[src/rtl/icap_pkg.sv]
package icap_pkg;

  typedef enum logic [1:0] {
    EDG_OFF  = 2'd0,
    EDG_RISE = 2'd1,
    EDG_FALL = 2'd2,
    EDG_BOTH = 2'd3
  } edge_mode_e;

  // An accepted level change counts as an edge of interest for this mode.
  function automatic logic edge_wanted(input edge_mode_e mode, input logic new_lvl);
    case (mode)
      EDG_RISE: return new_lvl;
      EDG_FALL: return !new_lvl;
      EDG_BOTH: return 1'b1;
      default:  return 1'b0;
    endcase
  endfunction

  // Last count value of the edge divider: K-1 with K = 2^code.
  function automatic logic [2:0] div_last(input logic [1:0] code);
    return 3'((4'd1 << code) - 4'd1);
  endfunction

  // True when the current run of differing samples completes the filter window.
  function automatic logic run_settled(input logic [7:0] run, input logic [7:0] len);
    logic [8:0] need;
    need = (len == 8'd0) ? 9'd1 : {1'b0, len};
    return ({1'b0, run} + 9'd1) >= need;
  endfunction

endpackage

[src/rtl/icap_filter.sv]
module icap_filter #(
  parameter int FW = 4
) (
  input  logic          clk,
  input  logic          rst_n,
  input  logic          pin,
  input  logic [FW-1:0] len,
  output logic          sync_lvl,
  output logic          lvl,
  output logic          upd
);
  import icap_pkg::*;

  logic          s1;
  logic [FW-1:0] run;
  logic          differs;

  assign differs = (sync_lvl != lvl);
  assign upd     = differs && run_settled(8'(run), 8'(len));

  always_ff @(posedge clk) begin
    if (!rst_n) begin
      s1       <= 1'b0;
      sync_lvl <= 1'b0;
      lvl      <= 1'b0;
      run      <= '0;
    end else begin
      s1       <= pin;
      sync_lvl <= s1;
      if (upd) begin
        lvl <= sync_lvl;
        run <= '0;
      end else if (differs) begin
        run <= run + 1'b1;
      end else begin
        run <= '0;
      end
    end
  end
endmodule

[src/rtl/icap_divider.sv]
module icap_divider (
  input  logic       clk,
  input  logic       rst_n,
  input  logic [1:0] mode,
  input  logic [1:0] code,
  input  logic       upd,
  input  logic       new_lvl,
  output logic       cap
);
  import icap_pkg::*;

  logic [2:0] cnt;
  logic       qual;
  logic       at_last;

  assign qual    = upd && edge_wanted(edge_mode_e'(mode), new_lvl);
  assign at_last = (cnt == div_last(code));
  assign cap     = qual && at_last;

  always_ff @(posedge clk) begin
    if (!rst_n) begin
      cnt <= '0;
    end else if (edge_mode_e'(mode) == EDG_OFF) begin
      cnt <= '0;
    end else if (qual) begin
      cnt <= at_last ? 3'd0 : cnt + 3'd1;
    end
  end
endmodule

[src/rtl/icap_fifo2.sv]
module icap_fifo2 #(
  parameter int W = 16
) (
  input  logic         clk,
  input  logic         rst_n,
  input  logic         wr,
  input  logic [W-1:0] wdata,
  input  logic         pop,
  output logic [W-1:0] head,
  output logic         ne,
  output logic         full,
  output logic         ovf
);
  logic [W-1:0] e0, e1;
  logic [1:0]   cnt, wpos;
  logic         pop_ok, wr_ok;

  assign ne     = (cnt != 2'd0);
  assign full   = (cnt == 2'd2);
  assign pop_ok = pop && ne;
  assign wr_ok  = wr && (!full || pop_ok);
  assign wpos   = cnt - {1'b0, pop_ok};
  assign head   = e0;

  always_ff @(posedge clk) begin
    if (!rst_n) begin
      cnt <= '0;
      e0  <= '0;
      e1  <= '0;
      ovf <= 1'b0;
    end else begin
      cnt <= cnt - {1'b0, pop_ok} + {1'b0, wr_ok};
      if (pop_ok) e0 <= e1;
      if (wr_ok) begin
        if (wpos == 2'd0) e0 <= wdata;
        else              e1 <= wdata;
      end
      if (wr && !wr_ok)  ovf <= 1'b1;
      else if (pop_ok)   ovf <= 1'b0;
    end
  end
endmodule

[src/rtl/icap_bank.sv]
module icap_bank #(
  parameter int NCH = 4,
  parameter int TW  = 16,
  parameter int FW  = 4,
  localparam int CW = (NCH > 1) ? $clog2(NCH) : 1
) (
  input  logic              clk,
  input  logic              rst_n,
  input  logic [NCH-1:0]    cap_in,
  input  logic [TW-1:0]     tmr_a,
  input  logic [TW-1:0]     tmr_b,
  input  logic [2*NCH-1:0]  edge_sel,
  input  logic [2*NCH-1:0]  div_sel,
  input  logic [FW*NCH-1:0] flt_n,
  input  logic [NCH-1:0]    tsel,
  input  logic [NCH-1:0]    irq_en,
  input  logic              rd_en,
  input  logic [CW-1:0]     rd_ch,
  output logic [TW-1:0]     rd_data,
  output logic [NCH-1:0]    not_empty,
  output logic [NCH-1:0]    cap_ovf,
  output logic [NCH-1:0]    irq
);
  // Named internal events, visible to the bound checker.
  logic [NCH-1:0] sync_lvl;
  logic [NCH-1:0] flt_lvl;
  logic [NCH-1:0] flt_upd;
  logic [NCH-1:0] cap_stb;
  logic [NCH-1:0] fifo_full;
  logic [NCH-1:0] pop_ch;
  logic [TW-1:0]  head [NCH];

  for (genvar c = 0; c < NCH; c++) begin : g_ch
    logic [TW-1:0] stamp;
    assign stamp     = tsel[c] ? tmr_b : tmr_a;
    assign pop_ch[c] = rd_en && (int'(rd_ch) == c);

    icap_filter #(.FW(FW)) u_flt (
      .clk      (clk),
      .rst_n    (rst_n),
      .pin      (cap_in[c]),
      .len      (flt_n[FW*c +: FW]),
      .sync_lvl (sync_lvl[c]),
      .lvl      (flt_lvl[c]),
      .upd      (flt_upd[c])
    );

    icap_divider u_div (
      .clk     (clk),
      .rst_n   (rst_n),
      .mode    (edge_sel[2*c +: 2]),
      .code    (div_sel[2*c +: 2]),
      .upd     (flt_upd[c]),
      .new_lvl (sync_lvl[c]),
      .cap     (cap_stb[c])
    );

    icap_fifo2 #(.W(TW)) u_fifo (
      .clk   (clk),
      .rst_n (rst_n),
      .wr    (cap_stb[c]),
      .wdata (stamp),
      .pop   (pop_ch[c]),
      .head  (head[c]),
      .ne    (not_empty[c]),
      .full  (fifo_full[c]),
      .ovf   (cap_ovf[c])
    );
  end

  assign irq = not_empty & irq_en;

  always_comb begin
    rd_data = '0;
    for (int c = 0; c < NCH; c++) begin
      if ((int'(rd_ch) == c) && not_empty[c]) rd_data = head[c];
    end
  end
endmodule

[config.mk]
export PLATFORM = sky130hd
export DESIGN_NAME = icap_bank
export DESIGN_NICKNAME = d
export VERILOG_FILES = /design/src/rtl/icap_pkg.sv /design/src/rtl/icap_filter.sv /design/src/rtl/icap_divider.sv /design/src/rtl/icap_fifo2.sv /design/src/rtl/icap_bank.sv
export SDC_FILE = /design/constraint.sdc
export NUM_CORES = 1
export LEC_CHECK = 0
export BUFFER_PORTS_ARGS = -buffer_cell sky130_fd_sc_hd__buf_2
export CORE_MARGIN = 1.5
export CORE_UTILIZATION = 30
export CTS_CLUSTER_DIAMETER = 150
export DETAILED_ROUTE_END_ITERATION = 8
export PLACE_DENSITY = 0.52
export SETUP_SLACK_MARGIN = 0.05
export SYNTH_ARGS = -nofsm -noshare
export SYNTH_HDL_FRONTEND = slang
export SYNTH_SLANG_ARGS = --single-unit
[constraint.sdc]
create_clock -name clk -period 5.3 [get_ports clk]
set_input_delay 0.795 -clock clk [delete_from_list [all_inputs] [get_ports clk]]
set_output_delay 0.795 -clock clk [all_outputs]
set_load 0.02 [all_outputs]
; ---- Yosys cells after proc, flatten, opt, wreduce, memory -nomap -nowiden
; Cells that the tools add are included.
[totals]
regBits = 180
latchBits = 0
ram_bits = 0
rom_bits = 0
in_bits = 81
out_inout_bits = 28
word_cells = 226
mem_count = 0
[classes]
add_sub_neg = 24
n_mul = 0
n_div = 0
order_cmp = 4
n_eq_ne = 27
n_shift = 4
muxes = 40
n_bitwise = 10
reduce_logical = 81
[op_table]
columns = cell, n
row1 = $mux W16, 20
row2 = $ge A9 B9 Y1, 4
row3 = $logic_and A1 B1 Y1, 32
row4 = $eq A2 B2 Y1 const B, 14
row5 = $add A4 B1 Y5 const B, 4
row6 = $logic_not A2 Y1, 9
row7 = $add A4 B1 Y4 const B, 4
row8 = $logic_not A4 Y1, 4
row9 = $mux W4, 4
row10 = $reduce_bool A2 Y1, 8
row11 = $add A3 B1 Y3 const B, 4
row12 = $eq A3 B3 Y1, 4
row13 = $logic_not A1 Y1, 12
row14 = $mux W3, 4
row15 = $pmux W1 S3, 4
row16 = $reduce_or A3 Y1, 4
row17 = $shl A1 B2 Y3 const A, 4
row18 = $sub A3 B1 Y3 const B, 4
row19 = $eq A2 B1 Y1 const B, 5
row20 = $not A1 Y1, 9
row21 = $add A2 B1 Y2, 4
row22 = $mux W1, 8
row23 = $reduce_and A2 Y1, 4
row24 = $reduce_or A2 Y1, 4
row25 = other kinds (4), 13

; ---- Logic depth before layout (Yosys ltp)
; Gate-level depths: netlist (run 1).
[logic_depth]
depth_word = 10
mapped_depth = 13
ltp_nobuf = 11

; ---- Hierarchy
; From an unflattened synthesis (run 1), not the netlist that was laid out.
[hier_totals]
cells_unflattened = 1176
area_unflattened_um2 = 10253.6
[by_module_without_submodules]
columns = mod, n_inst, cells_each, area_per_inst_um2, seq_area_each_um2
row1 = icap_fifo2, 4, 188, 1609.0, 700.7
row2 = icap_filter, 4, 37, 370.4, 140.1
row3 = icap_bank, 1, 164, 1415.1, 0.0
row4 = icap_divider, 4, 28, 230.2, 60.1

; ---- Worst setup path after synthesis (run 1)
; OpenSTA, ideal clock, no wires.
[synth_path]
path_type = input -> register
start = input rd_ch[1]
end = register g_ch[2].u_fifo.e0[0]
setup_time_ps = 116
arrival_ps = 3069
required_ps = 5184
slack_ps = 2115
cell_stages = 13
n_path_buf = 4
path_cell_list = buf_2 and3_1 buf_2 nand2_1 buf_2 inv_1 ha_1 xnor2_1 nand2_1 nor4_1 buf_2 nand2_1 o211a_1
[synth_between]
elab_chain_len = 7
word_cells_on_any_way = 10
classes_between = add/sub: 1 / eq/ne: 1 / mux: 3 / reduce/logical: 5
[synth_rtl]
columns = element, line
row1 = start: declaration, icap_bank.sv:18  ; input logic [CW-1:0] rd_ch,
row2 = $eq A2 B2 Y1 *, icap_bank.sv:36  ; assign pop_ch[c] = rd_en && (int'(rd_ch) == c);
row3 = $logic_and A1 B1 Y1 *, icap_bank.sv:36
row4 = $logic_and A1 B1 Y1 *, icap_fifo2.sv:20  ; assign pop_ok = pop && ne;
row5 = $sub A2 B1 Y2, icap_fifo2.sv:22  ; assign wpos = cnt - {1'b0, pop_ok};
row6 = $logic_not A2 Y1, icap_fifo2.sv:35  ; if (wpos == 2'd0) e0 <= wdata;
row7 = $mux W16, icap_fifo2.sv:35
row8 = $mux W16 *, icap_fifo2.sv:34  ; if (wr_ok) begin
row9 = end signal: assignment, icap_fifo2.sv:35
row10 = end: declaration, icap_fifo2.sv:14  ; logic [W-1:0] e0, e1;
; Every way passes the cells marked *; elsewhere a longest branch is shown, timed or not.
; A chain may end at the register's enable or synchronous reset.

; ---- Final worst setup path (run 1)
[layout_path]
start = register g_ch[2].u_fifo.cnt[1]
end = output rd_data[3]
[layout_between]
elab_chain_len = 4
[layout_rtl]
columns = element, line
row1 = start: declaration, icap_fifo2.sv:15  ; logic [1:0] cnt, wpos;
row2 = start signal: assignment, icap_fifo2.sv:32  ; cnt <= cnt - {1'b0, pop_ok} + {1'b0, wr_ok};
row3 = $reduce_bool A2 Y1, icap_fifo2.sv:18  ; assign ne = (cnt != 2'd0);
row4 = $logic_and A1 B1 Y1, icap_bank.sv:76  ; if ((int'(rd_ch) == c) && not_empty[c]) rd_data = head[c];
row5 = $mux W16 (2 in a row), icap_bank.sv:76
row6 = end: declaration, icap_bank.sv:19  ; output logic [TW-1:0] rd_data,
; No other way between the ends.

==> results of run 1 <==
-- final timing paths --
kind,from,endpoint,slack (ps),cells after the start
max reg2reg,g_ch[0].u_fifo.cnt[1]$_SDFF_PN0_,g_ch[0].u_fifo.head[2]$_SDFF_PN0_,2210,11
min reg2reg,g_ch[2].u_flt.s1$_SDFF_PN0_,g_ch[2].u_flt.sync_lvl$_SDFF_PN0_,440,1
max,g_ch[2].u_fifo.cnt[1]$_SDFF_PN0_,rd_data[3],2160,6
min,g_ch[2].u_flt.s1$_SDFF_PN0_,g_ch[2].u_flt.sync_lvl$_SDFF_PN0_,440,1
-- layer usage --
metal	vias up	GRT usage	wire length [µm]
met2	128	0.2504	11390
li1	3729	-	-
met4	0	0.04165	290
met5	-	0	0
met1	3426	0.1979	11840
met3	15	0.02828	807
-- kinds of logic (layout without fill, tap and decap cells) --
group | after synthesis | in the layout | synth area share
AND/OR/NAND/NOR | 330 | 330 | 0.1587
multiplexers | 228 | 228 | 0.2519
flip-flops | 180 | 180 | 0.3747
AO/OA/AOI/OAI | 129 | 129 | 0.1062
buffers and inverters | 97 | 187 | 0.04684
adder cells (fa/ha/maj) | 32 | 32 | 0.04163
XOR/XNOR | 22 | 22 | 0.02004
-- synthesized netlist by cell type, types with 9 or more instances --
cell                         n  area (µm²)
sky130_fd_sc_hd__inv_1      30       112.6
sky130_fd_sc_hd__mux2i_1   116        1161
sky130_fd_sc_hd__nor2_1     37       138.9
sky130_fd_sc_hd__nand2_1   200       750.7
sky130_fd_sc_hd__buf_2      12       60.06
sky130_fd_sc_hd__o211a_1    35       350.3
sky130_fd_sc_hd__a21oi_1    32       160.2
sky130_fd_sc_hd__o21ai_0    15       75.07
sky130_fd_sc_hd__nor3_1     11       55.05
sky130_fd_sc_hd__clkbuf_1   41       153.9
sky130_fd_sc_hd__mux2_2    109        1227
sky130_fd_sc_hd__nor2b_1    20       125.1
sky130_fd_sc_hd__buf_4       9       67.56
sky130_fd_sc_hd__dfxtp_1   180        3603
sky130_fd_sc_hd__a222oi_1   16       160.2
sky130_fd_sc_hd__xnor2_1    15       131.4
sky130_fd_sc_hd__ha_1       32       400.4
sky130_fd_sc_hd__and2_1     23       143.9
-- report_power, final --
part | internal [W] | total (W) | switching, W
logic | 0.0000840 | 0.000198 | 0.000114
clock network | 0.000676 | 0.00130 | 0.000625
registers | 0.00136 | 0.00136 | 0.00000345
-- worst reg2reg max path, stage by stage (launching register included) --
cell,delay (ps)
sky130_fd_sc_hd__dfxtp_1,330
sky130_fd_sc_hd__or2_2,360
sky130_fd_sc_hd__and2_1,180
sky130_fd_sc_hd__buf_4,210
sky130_fd_sc_hd__nand2_1,90
sky130_fd_sc_hd__buf_4,260
sky130_fd_sc_hd__inv_1,90
sky130_fd_sc_hd__ha_1,200
sky130_fd_sc_hd__xnor2_1,370
sky130_fd_sc_hd__nand2_1,160
sky130_fd_sc_hd__nor2_4,520
sky130_fd_sc_hd__mux2i_1,260
-- metrics by stage --
stage | total power, W | setup slack [ps] | cell area, µm² | instances
final | 0.002859 | 2159 | 11080 | 1510
after global routing | 0.002978 | 1952 | 11080 | 1510
after CTS | 0.002907 | 2140 | 11080 | 1510
after detailed placement | 0.001592 | 1827 | 10490 | 1478
after global placement | 0.001589 | 1901 | 10490 | 1478
after floorplan | 0.001518 | 2115 | 9617 | 1018
-- area by class of cell --
type | instances | area, µm² | share of cell area
Clock buffer | 18 | 429.2 | 0.03872
Clock inverter | 14 | 165.2 | 0.01490
Inverter | 30 | 112.6 | 0.01016
Multi-Input combinational cell | 741 | 5595 | 0.5049
Sequential cell | 180 | 3603 | 0.3251
Tap cell | 402 | 503.0 | 0.04538
Timing Repair Buffer | 125 | 674.4 | 0.06085
-- state kept, by name, indices dropped and copies added, names as in the netlist --
register,count
g_ch.u_div.cnt,12
g_ch.u_flt.sync_lvl,4
g_ch.u_flt.s1,4
g_ch.u_fifo.cnt,8
g_ch.u_flt.run,16
g_ch.u_fifo.head,64
g_ch.u_fifo.ovf,4
g_ch.u_fifo.e1,64
g_ch.u_flt.lvl,4
==> results.ini, run 1 <==
[global_route]
vias_in_the_first_global_route=7296
grt_antenna_before_repair=0
grt_pass1_wl_um=39030
grt_start_max_net_pins=104
overflow=0
grt_use_total=0.1503

[layout]
fillers=3241
num-nets-final=1208
final_cell_mix=200 x sky130_fd_sc_hd__nand2_1, 180 x sky130_fd_sc_hd__dfxtp_1, 116 x sky130_fd_sc_hd__mux2i_1, 109 x sky130_fd_sc_hd__mux2_2, 107 x sky130_fd_sc_hd__buf_2
layout-drive-gt1-share=0.2626
area_growth_pct=15.25
finish.utilization=0.3512
leading_cell_type_in_the_layout_fill_and_taps_excluded=sky130_fd_sc_hd__nand2_1
n_antenna_cell=0

[drt]
totalWireLength_um=24320
detail_route.iter0.violations=376
antenna_left=0
dr_total_vias=7298
post-route-drc-count=0
drt-wirelength-per-cell_um=16.11
dr.pass1.iters=8
vias_per_cell=4.833

[clock_tree]
clk_pin_slew_worst_paths_ps=70
cts_resized=0
post_cts_buffers=0
hold_buffers=0
h-tree-depth=4
cts-buffers-inserted=17
cts-root-to-sink-buffers=2
ctsRootBufferMaster=sky130_fd_sc_hd__clkbuf_16
latest_clock_arrival_within_the_worst_skew_pair_ps=440
clock-sinks=180
tritoncts_clock_tree=built

[place]
dpl.hpwl_um=16660
gp_congestion=0.7275
port_buffers=108

[outcome]
status=finished clean

[power]
power.density_cell_area_nw_per_um2=258.0
vdd_ir_drop_max_uv=224.4
leakagePower_nw=4.903

[timing]
headroom_to_the_max_slew_limit=0.4930
min_period_ps=3141
finalClockSkew_ps=19.10
worst-slew-pin-transition_ps=760.5
final_setup_vio_count=0
fin_hold_ws_ps=445.0
drv_slew=0
final.period_utilization=0.5927
hold_viol_final=0
max_freq_mhz=318.4
rsz_0062_raised_after_global_routing=no
setup-tns-final_ps=0

[die]
die_area_um2=33140
top_level_ports=109
die_h_um=182.0
coreArea_um2=31560
die_width_um=182.0
initial_core_util=0.3048
fp-row-count=65

[synthesis]
yosysSeqAreaShare=0.3747
yosysWarningCount=0
number_of_different_library_cells_in_the_post_synthesis_netlist=55
syn_avg_cell_area_um2=9.447
syn_inst=1018
postSynth.asyncResetShare=0
synth.net_count=1131
synthesis.area_um2=9617
ys_ff_latch=180
yosys_most_used_dff=sky130_fd_sc_hd__dfxtp_1
synth-edff-count=0

[worst_setup_path]
timing.critical_path.max_delay_family=compound AO/OA/AOI/OAI gates
timing.critical_path.slowest_stage_cell=sky130_fd_sc_hd__a222oi_1
worst_setup_sp_type=register
data_arrival_critical_path_ps=2350
cp_cell_sequence=or2_2, and3_1, buf_4, a222oi_1, a21oi_1, buf_2
timing.critical_path.required_ps=4510
cp.buffers_inverters=2
path_class=register to output pin
cp-end-kind=output pin
critical_path_peak_fanout=17
cpPeakStageDelay_ps=490

[flow_run]
maxCapViolCount=0

[worst_hold_path]
worstHoldPathType=register to register

No activity file was read; power rests on OpenSTA's default activity.
==> run 2, diff against run 1 <==
--- a/config.mk
+++ b/config.mk
@@ -10,7 +10,7 @@
 export CORE_UTILIZATION = 30
 export CTS_CLUSTER_DIAMETER = 150
 export DETAILED_ROUTE_END_ITERATION = 8
-export PLACE_DENSITY = 0.52
+export PLACE_DENSITY = 0.53
 export SETUP_SLACK_MARGIN = 0.05
 export SYNTH_ARGS = -nofsm -noshare
 export SYNTH_HDL_FRONTEND = slang
==> constraint.sdc (replaced) <==
create_clock -name clk -period 2.7 [get_ports clk]
set_input_delay 0.405 -clock clk [delete_from_list [all_inputs] [get_ports clk]]
set_output_delay 0.405 -clock clk [all_outputs]
set_load 0.02 [all_outputs]
==> run 2 against run 1 <==
Effect of this change:
- via count rose by 1.5%
- hold slack got worse by 270 ps
- setup slack got worse by 2000 ps
- register-to-register slack got worse by 2000 ps
- total power rose by 97%
- flip-flop and latch count did not move
- sequential power rose by 96%
- sequential share of layout area fell by 1.3 points
- utilization rose by 1.5 points
- critical path depth did not move
- non-clock buffer count rose by 20
- critical path type unchanged
- critical endpoint is now rd_data[15]
==> results.ini, run 2 (synthesis gave the netlist of run 1 again) <==
[worst_setup_path]
path_class=register to output pin
r2r-end=g_ch[0].u_fifo.e1[5]$_SDFFE_PN0P_
timing.critical_path.slowest_stage_cell=sky130_fd_sc_hd__a222oi_1
rr_startpoint=g_ch[0].u_flt.run[0]$_SDFF_PP0_
r2r.worst_path.cells=10  ; -1
critical_path_peak_fanout=7  ; -10
cp-end-kind=output pin
worst_setup_sp_type=register
cpPeakStageDelay_ps=460  ; -30 ps
data_arrival_critical_path_ps=2170  ; -180 ps
timing.critical_path.required_ps=2300  ; -2210 ps
timing.reg2reg.setup_slack_ps=240  ; -1970 ps
cp_cell_sequence=or2_4, and2_4, buf_12, a222oi_1, a21oi_1, buf_4

[timing]
drv_slew=0  ; unchanged
min_period_ps=2573
setup-tns-final_ps=0  ; unchanged
max_freq_mhz=388.6
final_setup_vio_count=0  ; unchanged
final.period_utilization=0.9531
finalClockSkew_ps=17.56  ; -1.541 ps
rsz_0062_raised_after_global_routing=yes
headroom_to_the_max_slew_limit=0.4897  ; -0.003268
worst-slew-pin-transition_ps=765.4  ; +4.901 ps
hold_viol_final=0  ; unchanged

[flow_run]
maxCapViolCount=0  ; unchanged

[worst_hold_path]
worstHoldPathType=input port to register
timing.hold.worst_endpoint=g_ch[2].u_flt.s1$_SDFF_PN0_
hold_start=cap_in[2]
hold_depth=2  ; +1

[die]
fp-row-count=65  ; unchanged
coreArea_um2=31560  ; unchanged
initial_core_util=0.3048  ; unchanged
die_h_um=182.0  ; unchanged
die_area_um2=33140  ; unchanged
top_level_ports=109  ; unchanged
die_width_um=182.0  ; unchanged

[layout]
sequential_cell_area_um2=3606  ; about the same
area_growth_pct=20.02
area_of_the_multi_input_gates_um2=5678  ; +1.5%
final-instance-count-excl-fill=1528  ; +1.2%
num-nets-final=1228  ; +1.7%
layout-drive-gt1-share=0.2860  ; +0.02333
n_antenna_cell=0  ; unchanged
postLayoutCellArea_um2=11540  ; +4.1%
fillers=3211  ; -0.93%
final_cell_mix=196 x sky130_fd_sc_hd__nand2_1, 178 x sky130_fd_sc_hd__dfxtp_1, 116 x sky130_fd_sc_hd__mux2i_1, 109 x sky130_fd_sc_hd__mux2_2, 103 x sky130_fd_sc_hd__buf_2
leading_cell_type_in_the_layout_fill_and_taps_excluded=sky130_fd_sc_hd__nand2_1

[drt]
detail_route.iter0.violations=348  ; -7.4%
totalWireLength_um=25400  ; +4.4%
dr.pass1.iters=6  ; -2
post-route-drc-count=0  ; unchanged
antenna_left=0  ; unchanged
vias_per_cell=4.850  ; +0.35%
dr_total_vias=7411  ; +1.5%
drt-wirelength-per-cell_um=16.62  ; +3.2%

[clock_tree]
latest_clock_arrival_within_the_worst_skew_pair_ps=430  ; about the same
clock-sinks=180  ; unchanged
hold_buffers=0  ; unchanged
ctsRootBufferMaster=sky130_fd_sc_hd__clkbuf_16
tritoncts_clock_tree=built
cts-root-to-sink-buffers=2  ; unchanged
clk_pin_slew_worst_paths_ps=70  ; about the same
cts-buffers-inserted=17  ; unchanged
h-tree-depth=4  ; unchanged

[global_route]
overflow=0  ; unchanged
grt_antenna_before_repair=0  ; unchanged
grt_use_total=0.1566  ; +0.006260
vias_in_the_first_global_route=7468  ; +2.4%
grt_pass1_wl_um=40410  ; +3.5%
grt_start_max_net_pins=61  ; -41%

[place]
dpl.hpwl_um=16990  ; +2.0%
gp_congestion=0.7356  ; +1.1%
port_buffers=108  ; unchanged
placed_area_um2=10740  ; +2.4%
count_of_placed_standard_cells_including_taps=1488  ; +0.68%

[power]
power.density_cell_area_nw_per_um2=487.7  ; +89%
leakagePower_nw=5.066  ; +3.3%
vdd_ir_drop_max_uv=427.1  ; +90%
power_consumption_w=0.005630  ; +97%

[outcome]
status=finished clean

-- run 2: changes by cell type in the layout (fill, tap and decap cells not counted), sizes merged --
cell      before  now
clkbuf        18   20
clkinvlp       0    2
buf          125  143
bufinv         1    2
inv           37   34
clkinv         6    4
-- run 2: critical path: cells and delay by family (launching register included) --
| kind | cells | cell delay (ps) |
|---|---|---|
| AO/OA/AOI/OAI | 2 | 630 |
| flip-flops | 1 | 340 |
| buffers and inverters | 2 | 340 |
| AND/OR/NAND/NOR | 2 | 430 |
-- run 2: stage by stage --
stage / worst slack (ps) / hold WS (ps) / utilization
2_1_floorplan: 60.14 / 411.9 / -
3_3_place_gp: 106.4 / 414.4 / 0.3404
3_5_place_dp: 101.1 / 418.7 / 0.3404
4_1_cts: 12.48 / 154.6 / 0.3621
5_1_grt: 17.84 / 170.6 / 0.3658
6_report: 126.6 / 179.9 / 0.3658
-- run 2: repair_timing --
item	4_1_cts	5_1_grt
resized for setup	17	7
buffers inserted	3	6
cloned	0	2
pin swaps	8	6
endpoints found under the setup margin	16	101
-- run 2: area by class of cell --
type                    count  share of cell area
flip-flops and latches    180              0.3124
repair buffers            145             0.09160
well taps                 402             0.04358
multi-input cells         741              0.4919
clock buffers              18             0.03805
inverters                  30            0.009756
clock inverters            12             0.01268
-- run 2: power by group --
part | total, W | internal, W | switching [W]
combinational | 0.000411 | 0.000178 | 0.000233
sequential | 0.00267 | 0.00266 | 0.00000669
clock | 0.00255 | 0.00140 | 0.00115
total | 0.00563 | 0.00424 | 0.00139
-- run 2: worst max path at each step --
stage	start	endpoint	slack, ps	cells past startpoint
floorplan	rd_en	g_ch[1].u_fifo.head[10]$_SDFF_PN0_	60	10
global placement	rd_ch[0]	rd_data[4]	110	6
detailed placement	flt_n[2]	g_ch[0].u_fifo.head[3]$_SDFF_PN0_	100	11
CTS	g_ch[0].u_fifo.cnt[1]$_SDFF_PN0_	rd_data[15]	10	7
global route	g_ch[0].u_flt.run[0]$_SDFF_PP0_	g_ch[0].u_fifo.e1[5]$_SDFFE_PN0P_	20	10
finish	g_ch[0].u_fifo.cnt[1]$_SDFF_PN0_	rd_data[15]	130	6
-- run 2: layer usage --
metal	vias to the layer above	part of all wire	GRT usage
met1	3508	0.49	0.2051
met3	13	0.029	0.02708
met4	0	0.0082	0.03438
met5	-	0	0
li1	3768	-	-
met2	122	0.47	0.2682
==> run 3, diff against run 2 <==
--- a/config.mk
+++ b/config.mk
@@ -7,10 +7,10 @@
 export LEC_CHECK = 0
 export BUFFER_PORTS_ARGS = -buffer_cell sky130_fd_sc_hd__buf_2
 export CORE_MARGIN = 1.5
-export CORE_UTILIZATION = 30
+export CORE_UTILIZATION = 35
 export CTS_CLUSTER_DIAMETER = 150
 export DETAILED_ROUTE_END_ITERATION = 8
-export PLACE_DENSITY = 0.53
+export PLACE_DENSITY = 0.59
 export SETUP_SLACK_MARGIN = 0.05
 export SYNTH_ARGS = -nofsm -noshare
 export SYNTH_HDL_FRONTEND = slang
==> run 3 against run 2 <==
Effect of this change:
- utilization is 6.1 points higher
- register-to-register slack hardly changed
- fmax is 1.1% lower
- critical path depth stayed put
- global-route usage is 1.7 points higher
- design area is 0.28% lower
- wire length is 5.1% lower
- sequential power hardly changed
- hold slack worse by 13 ps
- clock skew is 2.4 ps higher
- clock power is 5% higher
- critical endpoint unchanged
- largest power group is now the clock network
==> results.ini, run 3 (synthesis gave the netlist of run 1 again) <==
[outcome]
status=finished clean

[clock_tree]
clk_pin_slew_worst_paths_ps=80  ; about the same
hold_buffers=0  ; unchanged
clock-sinks=180  ; unchanged
ctsRootBufferMaster=sky130_fd_sc_hd__clkbuf_16
cts-root-to-sink-buffers=2  ; unchanged
h-tree-depth=4  ; unchanged
latest_clock_arrival_within_the_worst_skew_pair_ps=450  ; +20 ps
tritoncts_clock_tree=built
cts-buffers-inserted=17  ; unchanged

[timing]
headroom_to_the_max_slew_limit=0.5529  ; +0.06314
max_freq_mhz=384.4  ; -1.1%
final_setup_vio_count=0  ; unchanged
hold_viol_final=0  ; unchanged
setup-tns-final_ps=0  ; unchanged
worst-slew-pin-transition_ps=670.7  ; -94.70 ps
min_period_ps=2602  ; +28.26 ps
finalClockSkew_ps=19.97  ; +2.409 ps
final.period_utilization=0.9636  ; +0.01047
rsz_0062_raised_after_global_routing=yes
drv_slew=0  ; unchanged

[drt]
detail_route.iter0.violations=402  ; +16%
vias_per_cell=5.060  ; +4.3%
dr_total_vias=7453  ; +0.57%
totalWireLength_um=24110  ; -5.1%
post-route-drc-count=0  ; unchanged
drt-wirelength-per-cell_um=16.36  ; -1.5%
dr.pass1.iters=5  ; -1
antenna_left=0  ; unchanged

[global_route]
overflow=0  ; unchanged
grt_antenna_before_repair=0  ; unchanged
grt_use_total=0.1734  ; +0.01685
vias_in_the_first_global_route=7292  ; -2.4%
grt_start_max_net_pins=66  ; +8.2%
grt_pass1_wl_um=38530  ; -4.7%

[die]
die_area_um2=28480  ; -14%
coreArea_um2=26950  ; -15%
die_width_um=168.8  ; -7.3%
initial_core_util=0.3568  ; +0.05207
top_level_ports=109  ; unchanged
die_h_um=168.8  ; -7.3%
fp-row-count=60  ; -7.7%

[layout]
area_growth_pct=19.69
num-nets-final=1232  ; +0.33%
final_cell_mix=197 x sky130_fd_sc_hd__nand2_1, 176 x sky130_fd_sc_hd__dfxtp_1, 116 x sky130_fd_sc_hd__mux2i_1, 109 x sky130_fd_sc_hd__mux2_2, 105 x sky130_fd_sc_hd__buf_2
finish.utilization=0.4271  ; +0.06128
leading_cell_type_in_the_layout_fill_and_taps_excluded=sky130_fd_sc_hd__nand2_1
layout-drive-gt1-share=0.2924  ; +0.006435
n_antenna_cell=0  ; unchanged
fillers=2613  ; -19%

[place]
dpl.hpwl_um=16170  ; -4.9%
gp_congestion=0.7502  ; +2.0%
port_buffers=108  ; unchanged

[flow_run]
maxCapViolCount=0  ; unchanged

[worst_setup_path]
data_arrival_critical_path_ps=2200  ; +30 ps
path_class=register to output pin
timing.critical_path.required_ps=2300  ; about the same
critical_path_peak_fanout=3  ; -4
cp-end-kind=output pin
timing.reg2reg.setup_slack_ps=250  ; about the same
worst_setup_sp_type=register

[power]
vdd_ir_drop_max_uv=586.9  ; +37%
leakagePower_nw=5.101  ; +0.68%
power.density_cell_area_nw_per_um2=499.9  ; +2.5%

[worst_hold_path]
worstHoldPathType=input port to register

==> run 3: worst max-delay path, cell delays in order (launching register included) <==
cell and delay [ps]:
sky130_fd_sc_hd__dfxtp_2 320, sky130_fd_sc_hd__or2_4 240, sky130_fd_sc_hd__and2_4 180, sky130_fd_sc_hd__buf_12 130, sky130_fd_sc_hd__a222oi_1 540, sky130_fd_sc_hd__a21oi_1 160
sky130_fd_sc_hd__buf_4 180
==> run 3: per-layer routing <==
metal	global-route usage	vias to the layer above	share of wire
met4	0.04775	0	0.012
met5	0	-	0
met2	0.2857	117	0.46
met1	0.2335	3545	0.50
li1	-	3777	-
met3	0.02969	14	0.031
==> run 3: cell type report <==
type	instances	area (µm²)	share of cell area
Clock buffer	17	425.4	0.03696
Clock inverter	15	227.7	0.01978
Inverter	30	112.6	0.009784
Multi-Input combinational cell	741	5674	0.4930
Sequential cell	180	3608	0.3135
Tap cell	341	426.7	0.03707
Timing Repair Buffer	149	1035	0.08990
==> run 3: per-stage QoR <==
stage / cells / hold slack [ps] / instance area, µm² / worst slack [ps] / total power [W]
after global placement: 1429 / 416.9 / 10670 / 148.9 / 0.003132
after floorplan: 1018 / 411.9 / 9657 / 60.14 / 0.002981
final: 1473 / 167.0 / 11510 / 98.35 / 0.005754
after CTS: 1464 / 149.9 / 11400 / 28.10 / 0.005832
after global routing: 1473 / 147.1 / 11510 / 27.10 / 0.005990
after detailed placement: 1429 / 421.1 / 10670 / 101.7 / 0.003135
==> run 3: worst paths after layout <==
check	from	depth (start not counted)	endpoint
worst max-delay path	g_ch[0].u_fifo.cnt[0]$_SDFF_PN0_	6	rd_data[15]
worst min-delay path	cap_in[2]	2	g_ch[2].u_flt.s1$_SDFF_PN0_
worst max register to register	g_ch[2].u_fifo.cnt[1]$_SDFF_PN0_	12	g_ch[2].u_fifo.head[15]$_SDFF_PN0_
worst min register to register	g_ch[0].u_flt.s1$_SDFF_PN0_	1	g_ch[0].u_flt.sync_lvl$_SDFF_PN0_
==> run 3: repair_timing <==
item / 4_1_cts / 5_1_grt
pin swaps: 3 / 5
gates resized for setup: 12 / 9
setup buffers: 3 / 10
endpoints found under the setup margin: 16 / 81
==> run 3: report_power, final <==
group          internal (W)  switching [W]  total (W)
Sequential          0.00266     0.00000686    0.00267
Clock               0.00137        0.00131    0.00268
Combinational      0.000176       0.000228   0.000404
Total               0.00421        0.00154    0.00575
